## src/rtl/convrst_pkg.sv

```systemverilog
package convrst_pkg;
  typedef enum logic [1:0] {
    ST_DOWN = 2'd0,
    ST_INIT = 2'd1,
    ST_RUN  = 2'd2
  } seqState_t;

  typedef struct packed {
    logic load;
    logic dec;
  } cntStrobe_t;
endpackage

```

## src/rtl/convrst_cnt.sv

```systemverilog
module convrst_cnt
  import convrst_pkg::*;
#(
  parameter int NORM_LEN = 5200,
  parameter int DBL_LEN  = 10000,
  parameter int QUAD_LEN = 19200
) (
  input  logic       clk,
  input  logic       rstN,
  input  cntStrobe_t strobe,
  input  logic [1:0] speedMode,
  output logic       lastTick,
  output logic       modeReserved
);
  localparam int CW = $clog2(QUAD_LEN + 1);

  logic [CW-1:0] count;
  logic [CW-1:0] lenSel;

  always_comb begin
    unique case (speedMode)
      2'b00:   lenSel = CW'(NORM_LEN);
      2'b01:   lenSel = CW'(DBL_LEN);
      default: lenSel = CW'(QUAD_LEN);
    endcase
  end

  assign modeReserved = (speedMode == 2'b11);
  assign lastTick     = (count == CW'(1));

  always_ff @(posedge clk or negedge rstN) begin
    if (!rstN)            count <= '0;
    else if (strobe.load) count <= lenSel;
    else if (strobe.dec)  count <= count - CW'(1);
  end

  // the count only moves on a strobe from the controller
  p_hold_count_r12: assert property (@(posedge clk) disable iff (!rstN)
    !(strobe.load || strobe.dec) |=> $stable(count));

  // a load with the normal code yields the normal length
  p_load_norm_r3: assert property (@(posedge clk) disable iff (!rstN)
    (strobe.load && speedMode == 2'b00) |=> count == CW'(NORM_LEN));

  // the reserved code falls back to the quad length
  p_load_resv_r6: assert property (@(posedge clk) disable iff (!rstN)
    (strobe.load && speedMode == 2'b11) |=> count == CW'(QUAD_LEN));
endmodule

```

## src/rtl/convrst_ctrl.sv

```systemverilog
module convrst_ctrl
  import convrst_pkg::*;
(
  input  logic       clk,
  input  logic       rstN,
  input  logic       frameTick,
  input  logic       swRun,
  input  logic       lastTick,
  input  logic       modeReserved,
  output cntStrobe_t strobe,
  output logic       intRst,
  output logic       adcAnaPd,
  output logic       adcDigPd,
  output logic       dacDigPd,
  output logic       initBusy,
  output logic       adcZero,
  output logic       modeErr
);
  seqState_t state;
  logic      pendRun;

  always_comb begin
    strobe.load = frameTick && (state == ST_DOWN) && pendRun;
    strobe.dec  = frameTick && (state == ST_INIT) && pendRun && !lastTick;
  end

  always_ff @(posedge clk or negedge rstN) begin
    if (!rstN) begin
      state   <= ST_DOWN;
      pendRun <= 1'b0;
      modeErr <= 1'b0;
    end else if (frameTick) begin
      pendRun <= swRun;
      unique case (state)
        ST_DOWN: if (pendRun) state <= ST_INIT;
        ST_INIT: begin
          if (!pendRun)     state <= ST_DOWN;
          else if (lastTick) state <= ST_RUN;
        end
        ST_RUN:  if (!pendRun) state <= ST_DOWN;
        default: state <= ST_DOWN;
      endcase
      if (strobe.load && modeReserved) modeErr <= 1'b1;
    end
  end

  always_comb begin
    intRst   = (state == ST_DOWN);
    adcAnaPd = intRst;
    adcDigPd = intRst;
    dacDigPd = intRst;
    initBusy = (state == ST_INIT);
    adcZero  = (state != ST_RUN);
  end

  // a sampled reset request forces power-down on the next tick
  p_req_delay_r1: assert property (@(posedge clk) disable iff (!rstN)
    (frameTick && !pendRun && state != ST_DOWN) |=> state == ST_DOWN);

  // no tick, no state change
  p_quiet_r12: assert property (@(posedge clk) disable iff (!rstN)
    !frameTick |=> $stable(state));

  // error flag is sticky
  p_err_sticky_r6: assert property (@(posedge clk) disable iff (!rstN)
    modeErr |=> modeErr);

  // wait ends into run when the counter reports its final tick
  p_finish_r3: assert property (@(posedge clk) disable iff (!rstN)
    (state == ST_INIT && frameTick && pendRun && lastTick) |=> state == ST_RUN);

  // a release enters the wait, never run directly
  p_no_skip_r2: assert property (@(posedge clk) disable iff (!rstN)
    (state == ST_DOWN) |=> state != ST_RUN);
endmodule

```

## src/rtl/conv_rst_seq.sv

```systemverilog
module conv_rst_seq
  import convrst_pkg::*;
#(
  parameter int NORM_LEN = 5200,
  parameter int DBL_LEN  = 10000,
  parameter int QUAD_LEN = 19200
) (
  input  logic       clk,
  input  logic       rstN,
  input  logic       frameTick,
  input  logic       swRun,
  input  logic [1:0] speedMode,
  output logic       intRst,
  output logic       adcAnaPd,
  output logic       adcDigPd,
  output logic       dacDigPd,
  output logic       initBusy,
  output logic       adcZero,
  output logic       modeErr
);
  cntStrobe_t strobe;
  logic       lastTick;
  logic       modeReserved;

  convrst_ctrl u_ctrl (
    .clk          (clk),
    .rstN         (rstN),
    .frameTick    (frameTick),
    .swRun        (swRun),
    .lastTick     (lastTick),
    .modeReserved (modeReserved),
    .strobe       (strobe),
    .intRst       (intRst),
    .adcAnaPd     (adcAnaPd),
    .adcDigPd     (adcDigPd),
    .dacDigPd     (dacDigPd),
    .initBusy     (initBusy),
    .adcZero      (adcZero),
    .modeErr      (modeErr)
  );

  convrst_cnt #(
    .NORM_LEN (NORM_LEN),
    .DBL_LEN  (DBL_LEN),
    .QUAD_LEN (QUAD_LEN)
  ) u_cnt (
    .clk          (clk),
    .rstN         (rstN),
    .strobe       (strobe),
    .speedMode    (speedMode),
    .lastTick     (lastTick),
    .modeReserved (modeReserved)
  );

  // the DAC digital path is never held while the wait runs
  p_dac_free_r9: assert property (@(posedge clk) disable iff (!rstN)
    initBusy |-> !dacDigPd);

  // ADC data cannot be released while the wait is still busy
  p_zero_busy_r8: assert property (@(posedge clk) disable iff (!rstN)
    initBusy |-> adcZero);
endmodule

```

## config.mk

```make
export PLATFORM = sky130hd
export DESIGN_NAME = conv_rst_seq
export DESIGN_NICKNAME = d
export VERILOG_FILES = /design/src/rtl/convrst_pkg.sv /design/src/rtl/convrst_cnt.sv /design/src/rtl/convrst_ctrl.sv /design/src/rtl/conv_rst_seq.sv
export SDC_FILE = /design/constraint.sdc
export NUM_CORES = 1
export LEC_CHECK = 0
export ABC_AREA = 1
export BUFFER_PORTS_ARGS = -buffer_cell sky130_fd_sc_hd__buf_2
export CAP_MARGIN = 0
export CORE_ASPECT_RATIO = 0.9
export CORE_MARGIN = 1
export CORE_UTILIZATION = 57
export DETAILED_ROUTE_END_ITERATION = 8
export PLACE_DENSITY = 0.8
export REMOVE_ABC_BUFFERS = 1
export SETUP_SLACK_MARGIN = 0.3
export SLEW_MARGIN = 15
export SYNTH_ARGS = -nofsm -noshare
export SYNTH_HDL_FRONTEND = slang
export SYNTH_HIERARCHICAL = 1
export SYNTH_SLANG_ARGS = --single-unit
```

## constraint.sdc

```tcl
create_clock -name clk -period 2 [get_ports clk]
set_input_delay 0.1 -clock clk [delete_from_list [all_inputs] [get_ports clk]]
set_output_delay 0.1 -clock clk [all_outputs]
set_load 0.01 [all_outputs]
```

# --- Word level (Yosys, flattened, before mapping) ---
# Index checks and enable logic that the tools add are counted.
classes:
  add_sub_neg: 1
  multipliers: 0
  div: 0
  order_cmp: 0
  eq_ne: 9
  shift: 0
  mux: 8
  bitwise: 0
  n_reduce_logical: 12
op_table:
  columns: ["op", "n"]
  rows:
  - ["$mux 15", 2]
  - ["$pmux 15 s2", 1]
  - ["$eq 15x1->1 const B", 1]
  - ["$sub 15x1->15 const B", 1]
  - ["$mux 2", 4]
  - ["$logic_and 1x1->1", 6]
  - ["$pmux 2 s3", 1]
  - ["$eq 2x1->1 const B", 2]
  - ["$eq 2x2->1 const B", 2]
  - ["$logic_not 2->1", 2]
  - ["$ne 2x2->1 const B", 2]
  - ["$reduce_and 4->1", 1]
  - ["$ne 3x2->1 const B", 1]
  - ["$ne 2x1->1 const B", 1]
  - ["$reduce_and 2->1", 1]
  - ["$reduce_bool 2->1", 1]
  - ["$logic_not 1->1", 1]
word_totals:
  ff_bits: 19
  latchBits: 0
  ramBits: 0
  mem_bits_ro: 0
  inputBits: 6
  output_inout_bits: 7
  wordCells: 34
  n_memories: 0

# --- Logic depth before layout (Yosys ltp) ---
depth:
  ltp_word: 6
  ltp_mapped: 14
  mapped_depth_nobuf: 14

# --- Modules after synthesis ---
# The synthesis kept the hierarchy.
modules_own_cells:
  columns: ["module", "n_inst", "cells_per_inst", "area_per_inst_um2"]
  rows:
  - ["convrst_cnt", 1, 146, 1002.2]
  - ["convrst_ctrl", 1, 36, 260.2]

# --- Worst setup path after synthesis ---
# Ideal clock, no wire load.
synth_timing:
  kind: "register to register"
  startpoint: "register u_cnt.count[1]"
  endpoint: "register u_cnt.count[5]"
  setup_time_ns: 0.123
  arrival_ns: 1.682
  t_required_ns: 1.877
  setup_slack_ns: 0.195
  path_stages_with_launch: 15
  n_path_buf: 0
  synth_period_minus_slack_ns: 1.805
  cell_sequence: "dfrtp_1 > inv_1 > ha_1 > nand4_1 > nor3_1 > nor2_1 > nand2_2 > nor2_1 > inv_1 > nand2_4 > inv_4 > nor2_4 > nand2_1 > o21ai_0 > a21oi_1"
synth_lines:
  columns: ["element", "line", "rtl"]
  rows:
  - ["start, declared", "convrst_cnt.sv:17", "logic [CW-1:0] count;"]
  - ["start signal, assigned", "convrst_cnt.sv:33", "else if (strobe.load) count <= lenSel;"]
  - ["start signal, assigned", "convrst_cnt.sv:34", "else if (strobe.dec) count <= count - CW'(1);"]

==> run_results.csv <==
group,metric,value,unit
global_routing,grt_overflow,0,
sta,timing.final.setup_violations,0,
global_routing,grt_pass1_wl,5733,um
placed_design,post-place-cells,220,
synthesis,synthTopCellsByArea,"dfrtp_1 (38%), nand2_1 (15%), inv_1 (7.1%)",
finish,nNetsFinal,239,
synthesis,syn_area_per_cell,6.937,sq um
sta,final-max-slew-violation-count,0,
synthesis,synth_edf_count,0,
detailed_routing,num_vias,1651,
clock_tree,clk_pin_slew_worst_paths,0.11,ns
critical_path,critical-path-max-stage-delay,0.48,ns
synthesis,synth_area,1262,sq um
clock_tree,clock_latency,0.31,ns
synthesis,async_flop_share,100.0,%
finish,fin_util,89.22,%
synthesis,yosysWarnings,6,
pwr,seqPwrFrac,26.8,%
floorplan,num_rows,15,
synthesis,synth-compound-area-share,10.41,%
global_routing,grt_util_all_layers,34.12,%
sta,rsz0062_at_grt,"yes",
synthesis,seq_area_frac_synth,37.66,%
detailed_routing,via_per_inst,6.475,
critical_path,worstPathMaxFanout,7,
floorplan,core,2008,sq um
placed_design,numPortBuffers,12,
critical_path,crit_path_start_kind,"flop",
clock_tree,cts_root_buffer,"clkbuf_4",
finish,drive_above_1_share,43.48,%
clock_tree,cts_tree,"done",
pwr,p_comb_share,66.1,%
detailed_routing,top_layer,"met4",
detailed_routing,detail_route.iter0.violations,186,
synthesis,yosysMostFrequentCell,"nand2_1",
pwr,leakage,0.8967,nW
detailed_routing,ant_nets,0,
status,status,"finished, final reports clean",
clock_tree,cts_buffers,3,
clock_tree,cts_buffer_depth,2,
critical_path,critical_path_arrival,2.16,ns
critical_path,critPathKind,"reg2reg",
job,cap_violations,0,
placed_design,gp_congestion,0.9250,
detailed_routing,drc,0,
clock_tree,clkSinkCount,19,
sta,post-route-period-util,97.11,%
placed_design,dp_hpwl,2268,um
pwr,switching_share,50.86,%
synthesis,synth_top_cell_by_area,"dfrtp_1",
synthesis,synth-simple-area-share,38.16,%
detailed_routing,routed-wl-met2,2199,um
synthesis,yosysTopAreaCellShare,37.66,%
sta,tightest_slew,0.4407,ns
synthesis,yosys.cell_types.count,26,
pwr,p_int,1.391,mW
synthesis,synth-adder-area-share,1.982,%
detailed_routing,wl,5247,um
synthesis,ys.flop_type,"dfrtp_1",
sta,hold_viol,0,
finish,nFillCells,95,
pwr,pwr-share-clk,7.1,%
global_routing,grt_pass1_vias,1196,
critical_path,cpMaxStageDelayCell,"dfrtp_1",
global_routing,antenna_found_initial,0,
finish,syn_to_final_growth,41.92,%
floorplan,io_pins,13,
detailed_routing,met3WireLength,776,um
detailed_routing,first_pass_iters,6,
clock_tree,cts_htree_levels,1,
floorplan,dieArea,2407,sq um
sta,fin_crit,1.942,ns
worst_hold_path,hold_path_class,"in2reg",
finish,final_cells,255,
sta,relSlewSlack,70.62,%
floorplan,die_w,51.61,um
critical_path,required,2.22,ns
sta,skew,0.004146,ns
pwr,ir_drop,1.334,mV
floorplan,die_h,46.65,um
critical_path,endpoint_kind,"flop",
synthesis,synth.mux.area_fraction,0,%
global_routing,grt_max_degree,20,
synthesis,synthXorXnorAreaFrac,1.388,%
pwr,net-switching-power,1.440,mW
floorplan,initial_core_util,62.87,%
pwr,powerDensity,1580,nW/um^2
critical_path,crit_chain,"nor2_2, nand4_1, nor3_2, nor2_1, nand2_2, nor2_4, inv_4, nand2_4, inv_8, a21oi_2, nand2_1, nand2_1, inv_1",
synthesis,synth_top_family_by_area,"simple AND/OR/NAND/NOR gates",
detailed_routing,wl_met1,1818,um
synthesis,synth.top_cells.by_count,"nand2_1 (51), inv_1 (24), nor2_1 (22), dfrtp_1 (19), nand3_1 (10)",
synthesis,ys_ff_latch,19,
finish,antenna_cells,0,
sta,max_freq,514.9,MHz
synthesis,syn_inst,182,
detailed_routing,wire_per_inst,20.58,um
critical_path,path_common_cell,"nand2_1",
[through the flow]
step | setup TNS (ns) | power (mW) | hold slack (ns) | worst slack, ns | cell area [sq um]
detailed placement | -0.02033 | 1.818 | 0.06591 | -0.02033 | 1364
global placement | 0 | 1.751 | 0.06257 | 0.1474 | 1364
finish | 0 | 2.832 | 0.1204 | 0.05771 | 1792
floorplan | 0 | 1.454 | -0.1956 | 0.1185 | 1235
CTS | 0 | 2.218 | 0.07242 | 0.2673 | 1559
global route | 0 | 2.939 | 0.1244 | 0.02001 | 1792
[cell type report]
type                       instances  area [sq um]  share of cell area (%)
multi-input combinational        132         783.3                   43.72
sequential                        19         476.7                   26.61
timing repair buffer              48         362.8                   20.25
inverter                          27         111.4                   6.215
tap                               25         31.28                   1.746
clock buffer                       4         26.28                   1.466
[metal layers]
layer | track usage [%] | vias up
li1 | - | 668
met4 | 9.730 | 0
met3 | 8.581 | 66
met1 | 44.79 | 742
met5 | 0 | -
met2 | 56.10 | 175
[flip-flops by register name, indices dropped and copies added, names as in the netlist]
| name | flops |
|---|---|
| u_ctrl/modeErr | 1 |
| u_cnt/count | 15 |
| u_ctrl/pendRun | 1 |
| u_ctrl/state | 2 |
[timing repair]
action                                  CTS  global route
resized for setup                        17            31
endpoints found under the setup margin   14            15
pin swaps                                 8            16
hold endpoints to repair                 20             0
cloned                                    0             0
setup buffers                            14            15
hold buffers                              2             0
[cells by family after synthesis]
kind of cell             count (synthesis)
AO/OA/AOI/OAI                           24
buffers and inverters                   31
AND/OR/NAND/NOR                        104
flip-flops                              19
adder cells (fa/ha/maj)                  2
XOR/XNOR                                 2
[cells in the final DEF (no fill, tap or decap), drive strengths merged]
cell type and n:
nand2 56, buf 46, nor2 31, inv 27, dfrtp 19, nand3 13
o21ai 10, a21oi 9, clkbuf 4, dlygate4sd3 2, nand4 2, a22oi 2
xor2 2, ha 2, nor3 1, nand3b 1, o211ai 1, o22ai 1
a21o 1
[path summary, 6_finish.rpt]
path / start / endpoint / slack (ns) / cells after the start
worst max register to register: u_cnt/count[8]$_DFFE_PN0P_ / u_cnt/count[12]$_DFFE_PN0P_ / 0.06 / 13
worst min-delay path: frameTick / u_ctrl/pendRun$_DFFE_PN0P_ / 0.12 / 2
worst min register to register: u_ctrl/modeErr$_DFFE_PN0P_ / u_ctrl/modeErr$_DFFE_PN0P_ / 0.47 / 1
worst max-delay path: u_cnt/count[8]$_DFFE_PN0P_ / u_cnt/count[12]$_DFFE_PN0P_ / 0.06 / 13
max in group asynchronous: rstN / u_cnt/count[11]$_DFFE_PN0P_ / 1.42 / 2
min in group asynchronous: rstN / u_cnt/count[5]$_DFFE_PN0P_ / 0.25 / 2
[critical path, delay by kind of cell, from the launching register on]
family / cells / cell delay, ns
AND/OR/NAND/NOR: 9 / 1.00
flip-flops: 1 / 0.48
buffers and inverters: 3 / 0.16
AO/OA/AOI/OAI: 1 / 0.20
[power by group through the flow]
stage / combinational [mW] / clock [mW] / sequential (mW)
global placement: 1.03 / 0 / 0.722
global route: 1.96 / 0.214 / 0.764
CTS: 1.30 / 0.204 / 0.711
floorplan: 0.764 / 0 / 0.689
finish: 1.87 / 0.201 / 0.760
detailed placement: 1.08 / 0 / 0.735
No activity file was read; power rests on OpenSTA's default activity.
